`src/rtl/spi_ms_pkg.sv`:
```
package spi_ms_pkg;
  typedef struct packed {
    logic cpol;
    logic chg_on_trail;
    logic smp_end;
  } spi_cfg_t;
endpackage

```
`src/rtl/spi_clk_div.sv`:
```
module spi_clk_div #(
  parameter int DIVW = 8
) (
  input  logic            clk_i,
  input  logic            rst_ni,
  input  logic            run_i,
  input  logic [DIVW-1:0] div_i,
  output logic            tick_o
);
  logic [DIVW-1:0] cnt_q;

  assign tick_o = run_i && (cnt_q == div_i);

  always_ff @(posedge clk_i or negedge rst_ni) begin
    if (!rst_ni)                cnt_q <= '0;
    else if (!run_i || tick_o)  cnt_q <= '0;
    else                        cnt_q <= cnt_q + 1'b1;
  end
endmodule

```
`src/rtl/spi_bit_seq.sv`:
```
module spi_bit_seq #(
  parameter int DW = 8
) (
  input  logic clk_i,
  input  logic rst_ni,
  input  logic en_i,
  input  logic start_i,
  input  logic tick_i,
  output logic busy_o,
  output logic half_o,
  output logic shift_o,
  output logic done_o
);
  localparam int BITW = (DW > 1) ? $clog2(DW) : 1;
  localparam logic [BITW-1:0] LAST_IDX = BITW'(DW - 1);

  logic [BITW-1:0] idx_q;
  logic            last;

  assign last    = (idx_q == LAST_IDX);
  assign shift_o = busy_o && tick_i && half_o && !last;
  assign done_o  = busy_o && tick_i && half_o && last;

  always_ff @(posedge clk_i or negedge rst_ni) begin
    if (!rst_ni) begin
      busy_o <= 1'b0;
      half_o <= 1'b0;
      idx_q  <= '0;
    end else if (!en_i) begin
      busy_o <= 1'b0;
      half_o <= 1'b0;
      idx_q  <= '0;
    end else if (start_i) begin
      busy_o <= 1'b1;
      half_o <= 1'b0;
      idx_q  <= '0;
    end else if (busy_o && tick_i) begin
      half_o <= ~half_o;
      if (half_o) begin
        if (last) busy_o <= 1'b0;
        else      idx_q  <= idx_q + 1'b1;
      end
    end
  end
endmodule

```
`src/rtl/spi_shift_data.sv`:
```
module spi_shift_data #(
  parameter int DW = 8
) (
  input  logic          clk_i,
  input  logic          rst_ni,
  input  logic          load_i,
  input  logic [DW-1:0] tx_i,
  input  logic          shift_i,
  input  logic          cap_i,
  input  logic          miso_i,
  output logic          mosi_o,
  output logic [DW-1:0] rx_sr_o,
  output logic [DW-1:0] rx_next_o
);
  logic [DW-1:0] tx_sr_q;

  assign mosi_o    = tx_sr_q[DW-1];
  assign rx_next_o = {rx_sr_o[DW-2:0], miso_i};

  always_ff @(posedge clk_i or negedge rst_ni) begin
    if (!rst_ni)      tx_sr_q <= '0;
    else if (load_i)  tx_sr_q <= tx_i;
    else if (shift_i) tx_sr_q <= {tx_sr_q[DW-2:0], 1'b0};
  end

  always_ff @(posedge clk_i or negedge rst_ni) begin
    if (!rst_ni)      rx_sr_o <= '0;
    else if (load_i)  rx_sr_o <= '0;
    else if (cap_i)   rx_sr_o <= rx_next_o;
  end
endmodule

```
`src/rtl/spi_master_shifter.sv`:
```
module spi_master_shifter
  import spi_ms_pkg::*;
#(
  parameter int DW   = 8,
  parameter int DIVW = 8
) (
  input  logic            clk_i,
  input  logic            rst_ni,
  input  logic            en_i,
  input  logic            cpol_i,
  input  logic            chg_on_trail_i,
  input  logic            smp_end_i,
  input  logic [DIVW-1:0] div_i,
  input  logic            tx_wr_i,
  input  logic [DW-1:0]   tx_data_i,
  input  logic            rx_rd_i,
  output logic [DW-1:0]   rx_data_o,
  output logic            buf_full_o,
  output logic            wcol_o,
  output logic            sclk_o,
  output logic            mosi_o,
  input  logic            miso_i,
  output logic            cs_no
);
  spi_cfg_t      cfg_q;
  logic          busy, half, tick, shift, done, start, cap, mosi_sr;
  logic [DW-1:0] rx_sr, rx_next;

  assign start = en_i && tx_wr_i && !busy;
  // capture on the tick closing the first half (mid) or second half (end)
  assign cap   = busy && tick && (cfg_q.smp_end ? half : !half);

  spi_clk_div #(.DIVW(DIVW)) u_div (
    .clk_i  (clk_i),
    .rst_ni (rst_ni),
    .run_i  (busy),
    .div_i  (div_i),
    .tick_o (tick)
  );

  spi_bit_seq #(.DW(DW)) u_seq (
    .clk_i   (clk_i),
    .rst_ni  (rst_ni),
    .en_i    (en_i),
    .start_i (start),
    .tick_i  (tick),
    .busy_o  (busy),
    .half_o  (half),
    .shift_o (shift),
    .done_o  (done)
  );

  spi_shift_data #(.DW(DW)) u_data (
    .clk_i     (clk_i),
    .rst_ni    (rst_ni),
    .load_i    (start),
    .tx_i      (tx_data_i),
    .shift_i   (shift),
    .cap_i     (cap),
    .miso_i    (miso_i),
    .mosi_o    (mosi_sr),
    .rx_sr_o   (rx_sr),
    .rx_next_o (rx_next)
  );

  always_ff @(posedge clk_i or negedge rst_ni) begin
    if (!rst_ni)    cfg_q <= '0;
    else if (start) cfg_q <= '{cpol: cpol_i, chg_on_trail: chg_on_trail_i, smp_end: smp_end_i};
  end

  always_ff @(posedge clk_i or negedge rst_ni) begin
    if (!rst_ni)   rx_data_o <= '0;
    else if (done) rx_data_o <= cfg_q.smp_end ? rx_next : rx_sr;
  end

  always_ff @(posedge clk_i or negedge rst_ni) begin
    if (!rst_ni)      buf_full_o <= 1'b0;
    else if (!en_i)   buf_full_o <= 1'b0;
    else if (done)    buf_full_o <= 1'b1;
    else if (rx_rd_i) buf_full_o <= 1'b0;
  end

  always_ff @(posedge clk_i or negedge rst_ni) begin
    if (!rst_ni)                 wcol_o <= 1'b0;
    else if (!en_i)              wcol_o <= 1'b0;
    else if (tx_wr_i && busy)    wcol_o <= 1'b1;
    else if (start)              wcol_o <= 1'b0;
  end

  // first half idle when data changes on the trailing edge, active otherwise
  assign sclk_o = busy ? (cfg_q.cpol ^ (cfg_q.chg_on_trail ? half : !half)) : cpol_i;
  assign mosi_o = busy ? mosi_sr : 1'b0;
  assign cs_no  = !busy;
endmodule

```
`config.mk`:
```
export PLATFORM = sky130hd
export DESIGN_NAME = spi_master_shifter
export DESIGN_NICKNAME = d
export VERILOG_FILES = /design/src/rtl/spi_ms_pkg.sv /design/src/rtl/spi_clk_div.sv /design/src/rtl/spi_bit_seq.sv /design/src/rtl/spi_shift_data.sv /design/src/rtl/spi_master_shifter.sv
export SDC_FILE = /design/constraint.sdc
export NUM_CORES = 1
export LEC_CHECK = 0
export BUFFER_PORTS_ARGS = -buffer_cell sky130_fd_sc_hd__buf_2
export CORE_UTILIZATION = 35
export DETAILED_ROUTE_END_ITERATION = 7
export PLACE_DENSITY = 0.58
export SETUP_SLACK_MARGIN = 0.1
export SLEW_MARGIN = 0
export SYNTH_ARGS = -nofsm -noshare
export SYNTH_HDL_FRONTEND = slang
export SYNTH_SLANG_ARGS = --single-unit
```
`constraint.sdc`:
```
create_clock -name clk_i -period 1.6 [get_ports clk_i]
set_input_delay 0.16 -clock clk_i [delete_from_list [all_inputs] [get_ports clk_i]]
set_output_delay 0.16 -clock clk_i [all_outputs]
set_load 0.02 [all_outputs]
```
# Yosys cells after proc, flatten, opt, wreduce, memory -nomap -nowiden
# Cells that the tools add are included.
# totals
reg_bits	42
latchBits	0
ramBits	0
romBits	0
input_bits	25
out_inout_bits	13
elab_cells	70
n_memories	0
# op_classes
addsub	2
mul	0
div_mod_pow	0
n_lt_le_gt_ge	0
eq_ne	8
shifts	0
muxes	29
n_bitwise	2
n_reduce_logical	17
# ops
op	count
8-bit 2-to-1 mux	6
1-bit 2-to-1 mux	18
3-bit 2-to-1 mux	5
3-bit by 1-bit inequality test with 1-bit output, second input constant	5
1-bit logical AND	9
8-bit by 1-bit adder with 8-bit output, second input constant	1
8-bit == test	1
3-bit AND reduction	2
2-bit nonzero test	2
3-bit by 1-bit adder with 3-bit output, second input constant	1
3-bit == test, second input constant	1
1-bit logical NOT	3
3-bit inequality test, second input constant	1
1-bit logical OR	1
1-bit NOT	1
1-bit bitwise XOR	1

# Longest topological paths before layout
# Gate-level depths: netlist of run 1.
# depth
word_depth	7
mapped_depth	7
mapped_depth_nobuf	6

# By module
# Synthesis of run 1 repeated with hierarchy kept, for this count alone.
# hier_totals
cells_unflattened	198
area_unflattened_um2	2235.9
# modules_own_cells
mod	n_inst	cells_each	area_per_inst_um2	seq_area_each_um2
spi_shift_data	1	68	765.7	400.4
spi_master_shifter	1	56	656.9	325.3
spi_clk_div	1	46	500.5	200.2
spi_bit_seq	1	28	312.8	125.1

# Worst setup path after synthesis of run 1
# OpenSTA, ideal clock, no wires.
# synth_path
path_kind	reg-to-reg
start	register u_div.cnt_q[4]
end	register u_data.rx_sr_o[0]
setup_time_ns	0.132
arrival_time_ns	1.651
t_required_ns	1.468
path_slack_ns	-0.182
stages_incl_launch_ff	6
cell_sequence	dfrtp_1 > xnor2_1 > nand4_2 > nor4_4 > mux2i_1 > nor2_1
# synth_via
elab_chain_len	5
# synth_rtl
item	line	source
start: declaration	spi_clk_div.sv:10	logic [DIVW-1:0] cnt_q;
start signal: assignment	spi_clk_div.sv:17	else cnt_q <= cnt_q + 1'b1;
8-bit == test	spi_clk_div.sv:12	assign tick_o = run_i && (cnt_q == div_i);
1-bit logical AND	spi_clk_div.sv:12	
1-bit logical AND (2 in series)	spi_master_shifter.sv:31	assign cap = busy && tick && (cfg_q.smp_end ? half : !half);
2-bit nonzero test (no line)	-	
end signal: assignment	spi_shift_data.sv:29	else if (cap_i) rx_sr_o <= rx_next_o;
end: declaration	spi_shift_data.sv:12	output logic [DW-1:0] rx_sr_o,
# No other way between the ends.
# A chain may end at the register's enable or synchronous reset.

# Final worst setup path of run 1
# layout_path
start	register u_seq.idx_q[0]
end	register u_data.tx_sr_q[1]
# layout_via
elab_chain_len	4
# layout_rtl
item	line	source
start: declaration	spi_bit_seq.sv:17	logic [BITW-1:0] idx_q;
start signal: assignment	spi_bit_seq.sv:41	else idx_q <= idx_q + 1'b1;
3-bit == test	spi_bit_seq.sv:20	assign last = (idx_q == LAST_IDX);
1-bit logical NOT	spi_bit_seq.sv:21	assign shift_o = busy_o && tick_i && half_o && !last;
1-bit logical AND	spi_bit_seq.sv:21	
2-bit nonzero test (no line)	-	
end signal: assignment	spi_shift_data.sv:22	else if (load_i) tx_sr_q <= tx_i;
end signal: assignment	spi_shift_data.sv:23	else if (shift_i) tx_sr_q <= {tx_sr_q[DW-2:0], 1'b0};
end: declaration	spi_shift_data.sv:15	logic [DW-1:0] tx_sr_q;
# No other way between the ends.

==> results.cfg, run 1 <==
[logic_synthesis]
avgSynthCellArea_um2 = 11.01
synth-compound-area-share_pct = 3.870
synth_xor_area_share_pct = 7.740
synth_top_family_by_area = multiplexers
ys_seq_area_share_pct = 51.60
ys_async_sr_fraction_pct = 100.0
synth.distinct_cells = 27
syn_nets = 213
synth_warnings = 0
synth-adder-area-share_pct = 1.843
synth_top_flop_cell = dfrtp_1
synth_area_um2 = 2037
synth.ff_latch_count = 42
synth-simple-area-share_pct = 15.17
netlist_instances = 185
synth_edf_count = 0
synthMuxAreaShare_pct = 17.69

[setup_path]
required_ns = 1.78
crit_family = flip-flops
slowest_delay_ns = 0.41
arrival_ns = 1.87
crit_buf_inv = 1
crit_cells = 7
critPathSlowestCell = dfrtp_1
crit_path_cell_trace = ha_2, ha_4, nand2b_4, nor4_4, buf_12, mux2i_1, a21oi_1
crit_type = reg2reg
worstSetupEndpointType = flop
startpoint_type = flop
rr_worst_depth = 7
critical_path.max_fanout = 11

[worst_hold_path]
hp-class = in2reg
min_path_cells = 3

[clock_network]
cts_buffers = 5
clock_latency_ns = 0.29
clkSinkCount = 42
clockBufferDepth = 2
cts_root_buf = clkbuf_8
cts_max_level = 2
cts_tree = done
clk_pin_slew_worst_paths_ns = 0.07

[floorplanning]
die_w_um = 78.29
dieArea_um2 = 6129
row_count = 27
die-height_um = 78.29
initial_utilization_pct = 36.54
top_level_ports = 38
core_um2 = 5574

[layout]
fin_util_pct = 49.43
fin_nets = 275
drive_above_1_share_pct = 41.46
syn2layout_area_growth_pct = 35.26
design_area_um2 = 2755
antennaDiodeCount = 0

[power]
power_mw = 2.133
p_leak_nw = 1.319
power.density_nw_per_um2 = 774.1
peakVddDrop_v = 0.0004261

[routing]
drc = 0
drtPass1Iterations = 4
ant_nets = 0
drtIter0Drc = 54
wire_per_inst_um = 12.68
viasPerCell = 4.588
route.vias.total = 1459
wl_um = 4033

[global_routing]
grt_util_all_layers_pct = 14.43
grt_pass1_wl_um = 6658
grt_pass1_vias = 1442
antenna_found_initial = 0
gr-total-overflow = 0
grt_start_max_net_pins = 23

[placed_design]
placed_cell_area_um2 = 2522
pre_cts_ws_ns = -0.2115
port_buffers = 37
gp_congestion = 0.6930
hpwlAfterDp_um = 2911

[timing]
period_needed_ns = 1.690
finalWorstSetupSlack_ns = -0.08976
hold_violations = 0
fin_worst_skew_ns = 0.003878
rsz0062_at_grt = true
max_slew_margin_pct = 66.55
max_clock_freq_ghz = 0.5918
setup_violations = 26
tightestPinTransition_ns = 0.5017
fin_crit_sh_pct = 105.6
setup_tns_ns = -1.664
slew_violations = 0

[status]
status = finished, violations left
violations = negative setup slack

[flow_run]
cap_violations = 0
per-layer routing:
layer | GRT usage [%] | wire length [um] | part of all wire (%)
met1 | 17.60 | 1763 | 44
met2 | 23.68 | 2011 | 50
met3 | 4.884 | 203 | 5.0
met4 | 5.185 | 54 | 1.3
met5 | 0 | 0 | 0
through the flow:
| stage | cells | hold slack [ns] |
|---|---|---|
| after floorplan | 185 | -0.1356 |
| after global placement | 306 | 0.1586 |
| after detailed placement | 306 | 0.1596 |
| after CTS | 316 | 0.05632 |
| after global routing | 318 | 0.04556 |
| final | 318 | 0.05558 |
synth_stat cells, types with 2 or more instances:
cell type | n | area share [%]
a21oi_1 | 8 | 2.0
and2_1 | 2 | 0.61
nand2_1 | 14 | 2.6
nand3_1 | 5 | 1.2
ha_1 | 3 | 1.8
xnor2_1 | 15 | 6.4
o21ai_0 | 3 | 0.74
clkbuf_1 | 5 | 0.92
nor2_1 | 31 | 5.7
nand2b_1 | 2 | 0.61
nor3_1 | 2 | 0.49
xor2_1 | 3 | 1.3
inv_1 | 3 | 0.55
and3_1 | 3 | 0.92
mux2i_1 | 18 | 8.8
mux2_2 | 16 | 8.8
dfrtp_1 | 42 | 52
final timing paths:
kind / start / endpoint / slack, ns
max: u_seq.idx_q[0] / u_data.tx_sr_q[1] / -0.09
min: chg_on_trail_i / cfg_q[1] / 0.06
max reg2reg: u_seq.idx_q[0] / u_data.tx_sr_q[1] / -0.09
min reg2reg: rx_data_o[2] / rx_data_o[2] / 0.50
max in group asynchronous: rst_ni / u_data.tx_sr_q[4] / 0.75
min in group asynchronous: rst_ni / rx_data_o[2] / 0.36
worst min-delay path, stage by stage:
cell and delay (ns):
buf_2 0.08, nand2_1 0.04, nand2_1 0.04
layout make-up:
| class | instances | area [um2] |
|---|---|---|
| fill | 552 | 2819 |
| inverter | 3 | 11.26 |
| clock buffer | 6 | 82.58 |
| tap | 72 | 90.09 |
| timing repair buffer | 62 | 444.2 |
| multi-input combinational | 133 | 1076 |
| sequential | 42 | 1051 |
cell families (layout without fill, tap and decap cells):
group	Yosys count	in the layout
xor gates and xnor gates	18	18
AOI/OAI and AO/OA	14	14
muxes	34	34
and+or+nand+nor	64	64
adders and majority gates	3	3
buffers and inverters	10	71
DFF	42	42
cells in the final DEF, fill, tap and decap left out, types with 5 or more instances in the layout:
master	synthesis	layout
buf_12	0	5
buf_4	1	19
xnor2_2	0	9
buf_2	1	36
mux2_2	16	16
nand2_1	14	13
mux2i_1	18	18
nor2_1	31	31
a21oi_1	8	8
clkbuf_8	0	6
dfrtp_1	42	42
xnor2_1	15	6
sequential cells by signal, indices dropped and copies added, names as in the netlist:
| name | flops |
|---|---|
| u_seq.half_o | 1 |
| u_seq.busy_o | 1 |
| u_div.cnt_q | 8 |
| u_seq.idx_q | 3 |
| wcol_o | 1 |
| u_data.tx_sr_q | 8 |
| cfg_q | 3 |
| buf_full_o | 1 |
| u_data.rx_sr_o | 8 |
| rx_data_o | 8 |
power breakdown:
group / internal, mW / switching [mW] / total, mW
Sequential: 1.11 / 0.0348 / 1.15
Clock: 0.333 / 0.342 / 0.674
Combinational: 0.150 / 0.160 / 0.309
timing repair:
item | in CTS | in global routing
buffers inserted | 3 | 2
pin swaps | 4 | 2
endpoints found under the setup margin | 29 | 39
endpoints found under the hold margin | 20 | 0
hold buffers | 1 | 0
resized for setup | 7 | 9
No activity file was read; power rests on OpenSTA's default activity.
==> run 2: changes to the inputs <==
REMOVE_ABC_BUFFERS = 1   (was default)
==> results.cfg, run 2 (synthesis results as in run 1) <==
[layout]
drive_above_1_share_pct = 42.13
fill_cells = 524
syn2layout_area_growth_pct = 34.77
multi_input_area_um2 = 1049
final-seq-area_um2 = 1051
design_area_um2 = 2745
mostFrequentLayoutCell = dfrtp_1
fin_nets = 281
final_cell_mix = dfrtp_1, buf_2, nor2_1
antennaDiodeCount = 0

[power]
p_leak_nw = 1.329
peakVddDrop_v = 0.0004468
power.density_nw_per_um2 = 770.7

[floorplanning]
initial_utilization_pct = 36.54
core_um2 = 5574
die_w_um = 78.29
dieArea_um2 = 6129
top_level_ports = 38
row_count = 27
die-height_um = 78.29

[setup_path]
rr_worst_depth = 7
reg2reg_slack_ns = -0.14
crit_path_cell_trace = ha_4, ha_4, nand2b_4, nor4_4, buf_4, mux2i_1, a21oi_1
critPathSlowestCell = dfrtp_1
worstSetupEndpointType = flop
arrival_ns = 1.92
startpoint_type = flop
cp_common_cell = ha_4
crit_path_start = u_seq.idx_q[1]
critical_path.max_fanout = 5
required_ns = 1.78
rr_endpoint = u_data.tx_sr_q[3]
slowest_delay_ns = 0.41
crit_type = reg2reg
r2r_start = u_seq.idx_q[1]

[clock_network]
cts_root_buf = clkbuf_8
cts_tree = done
clkSinkCount = 42
clock_latency_ns = 0.29
cts_buffers = 5
cts_max_level = 2
clk_pin_slew_worst_paths_ns = 0.08
clockBufferDepth = 2

[worst_hold_path]
hp-class = in2reg
min_from = smp_end_i
hold_end = cfg_q[0]
min_path_cells = 3

[timing]
tightestPinTransition_ns = 0.5357
period_needed_ns = 1.740
finalWorstSetupSlack_ns = -0.1398
max_slew_margin_pct = 64.29
slew_violations = 0
hold_violations = 0
max_clock_freq_ghz = 0.5748
fin_crit_sh_pct = 108.7
rsz0062_at_grt = true
fin_worst_skew_ns = 0.005130
setup_violations = 27

[placed_design]
hpwlAfterDp_um = 2744
gp_congestion = 0.8195
placed_cell_area_um2 = 2459
pre_cts_ws_ns = -0.1860
port_buffers = 37

[flow_run]
cap_violations = 0

[global_routing]
grt_start_max_net_pins = 43
grt_pass1_vias = 1526
grt_util_all_layers_pct = 15.03
grt_pass1_wl_um = 7086
antenna_found_initial = 0
gr-total-overflow = 0

[status]
violations = negative setup slack
status = finished, violations left

[routing]
viasPerCell = 4.693
drtPass1Iterations = 4
drc = 0
ant_nets = 0
drtIter0Drc = 72
wire_per_inst_um = 12.80
route.vias.total = 1530
wl_um = 4174
[run 2: worst max path at each step]
stage	endpoint	slack [ns]	cells past startpoint
after floorplan	u_data.tx_sr_q[1]	-0.66	5
after global placement	u_data.tx_sr_q[7]	-0.17	6
after detailed placement	u_data.tx_sr_q[5]	-0.19	6
after CTS	u_data.tx_sr_q[5]	-0.12	7
after global routing	u_data.tx_sr_q[3]	-0.24	7
final	u_data.tx_sr_q[3]	-0.14	7
[run 2: repair_timing]
| action | CTS | global route |
|---|---|---|
| endpoints found under the hold margin | 42 | 0 |
| cloned | 1 | 0 |
| endpoints found under the setup margin | 29 | 39 |
| resized for setup | 17 | 12 |
| pin swaps | 9 | 10 |
| hold buffers | 1 | 0 |
| buffers inserted | 3 | 4 |
[run 2: report_power, final]
group          switching [mW]  internal [mW]  total [mW]
Clock                   0.360          0.308       0.668
Sequential             0.0326           1.11        1.15
Combinational           0.159          0.143       0.302
Total                   0.551           1.56        2.12
[run 2: area by class of cell]
class | instances | area share, %
Sequential cell | 42 | 38.29
Multi-Input combinational cell | 133 | 38.20
Tap cell | 72 | 3.282
Clock inverter | 2 | 0.5014
Timing Repair Buffer | 68 | 16.68
Inverter | 3 | 0.4102
Clock buffer | 6 | 2.644
[run 2: through the flow]
stage / TNS (ns) / hold WS [ns] / power, mW / cells / util, %
2_1_floorplan: -9.387 / -0.1356 / 1.315 / 178 / -
4_1_cts: -2.273 / 0.05386 / 2.133 / 322 / 47.63
3_5_place_dp: -3.423 / 0.2671 / 1.443 / 309 / 44.11
6_report: -2.653 / 0.06270 / 2.116 / 326 / 49.25
5_1_grt: -5.031 / 0.05883 / 2.248 / 326 / 49.25
3_3_place_gp: -3.602 / 0.2688 / 1.441 / 309 / 44.11
[run 2: worst max-delay path, delay by kind of cell (launching register included)]
kind | cells | cell delay (ns)
buffers and inverters | 1 | 0.21
AOI/OAI and AO/OA | 1 | 0.07
muxes | 1 | 0.18
adders and majority gates | 2 | 0.33
DFF | 1 | 0.41
and+or+nand+nor | 2 | 0.41
[run 2: routing by layer]
layer / vias up / wire [um] / track usage (%)
met4: 0 / 29 / 5.185
met1: 726 / 2015 / 21.35
met3: 5 / 244 / 3.721
met5: - / 0 / 0
li1: 760 / - / -
met2: 39 / 1885 / 22.19
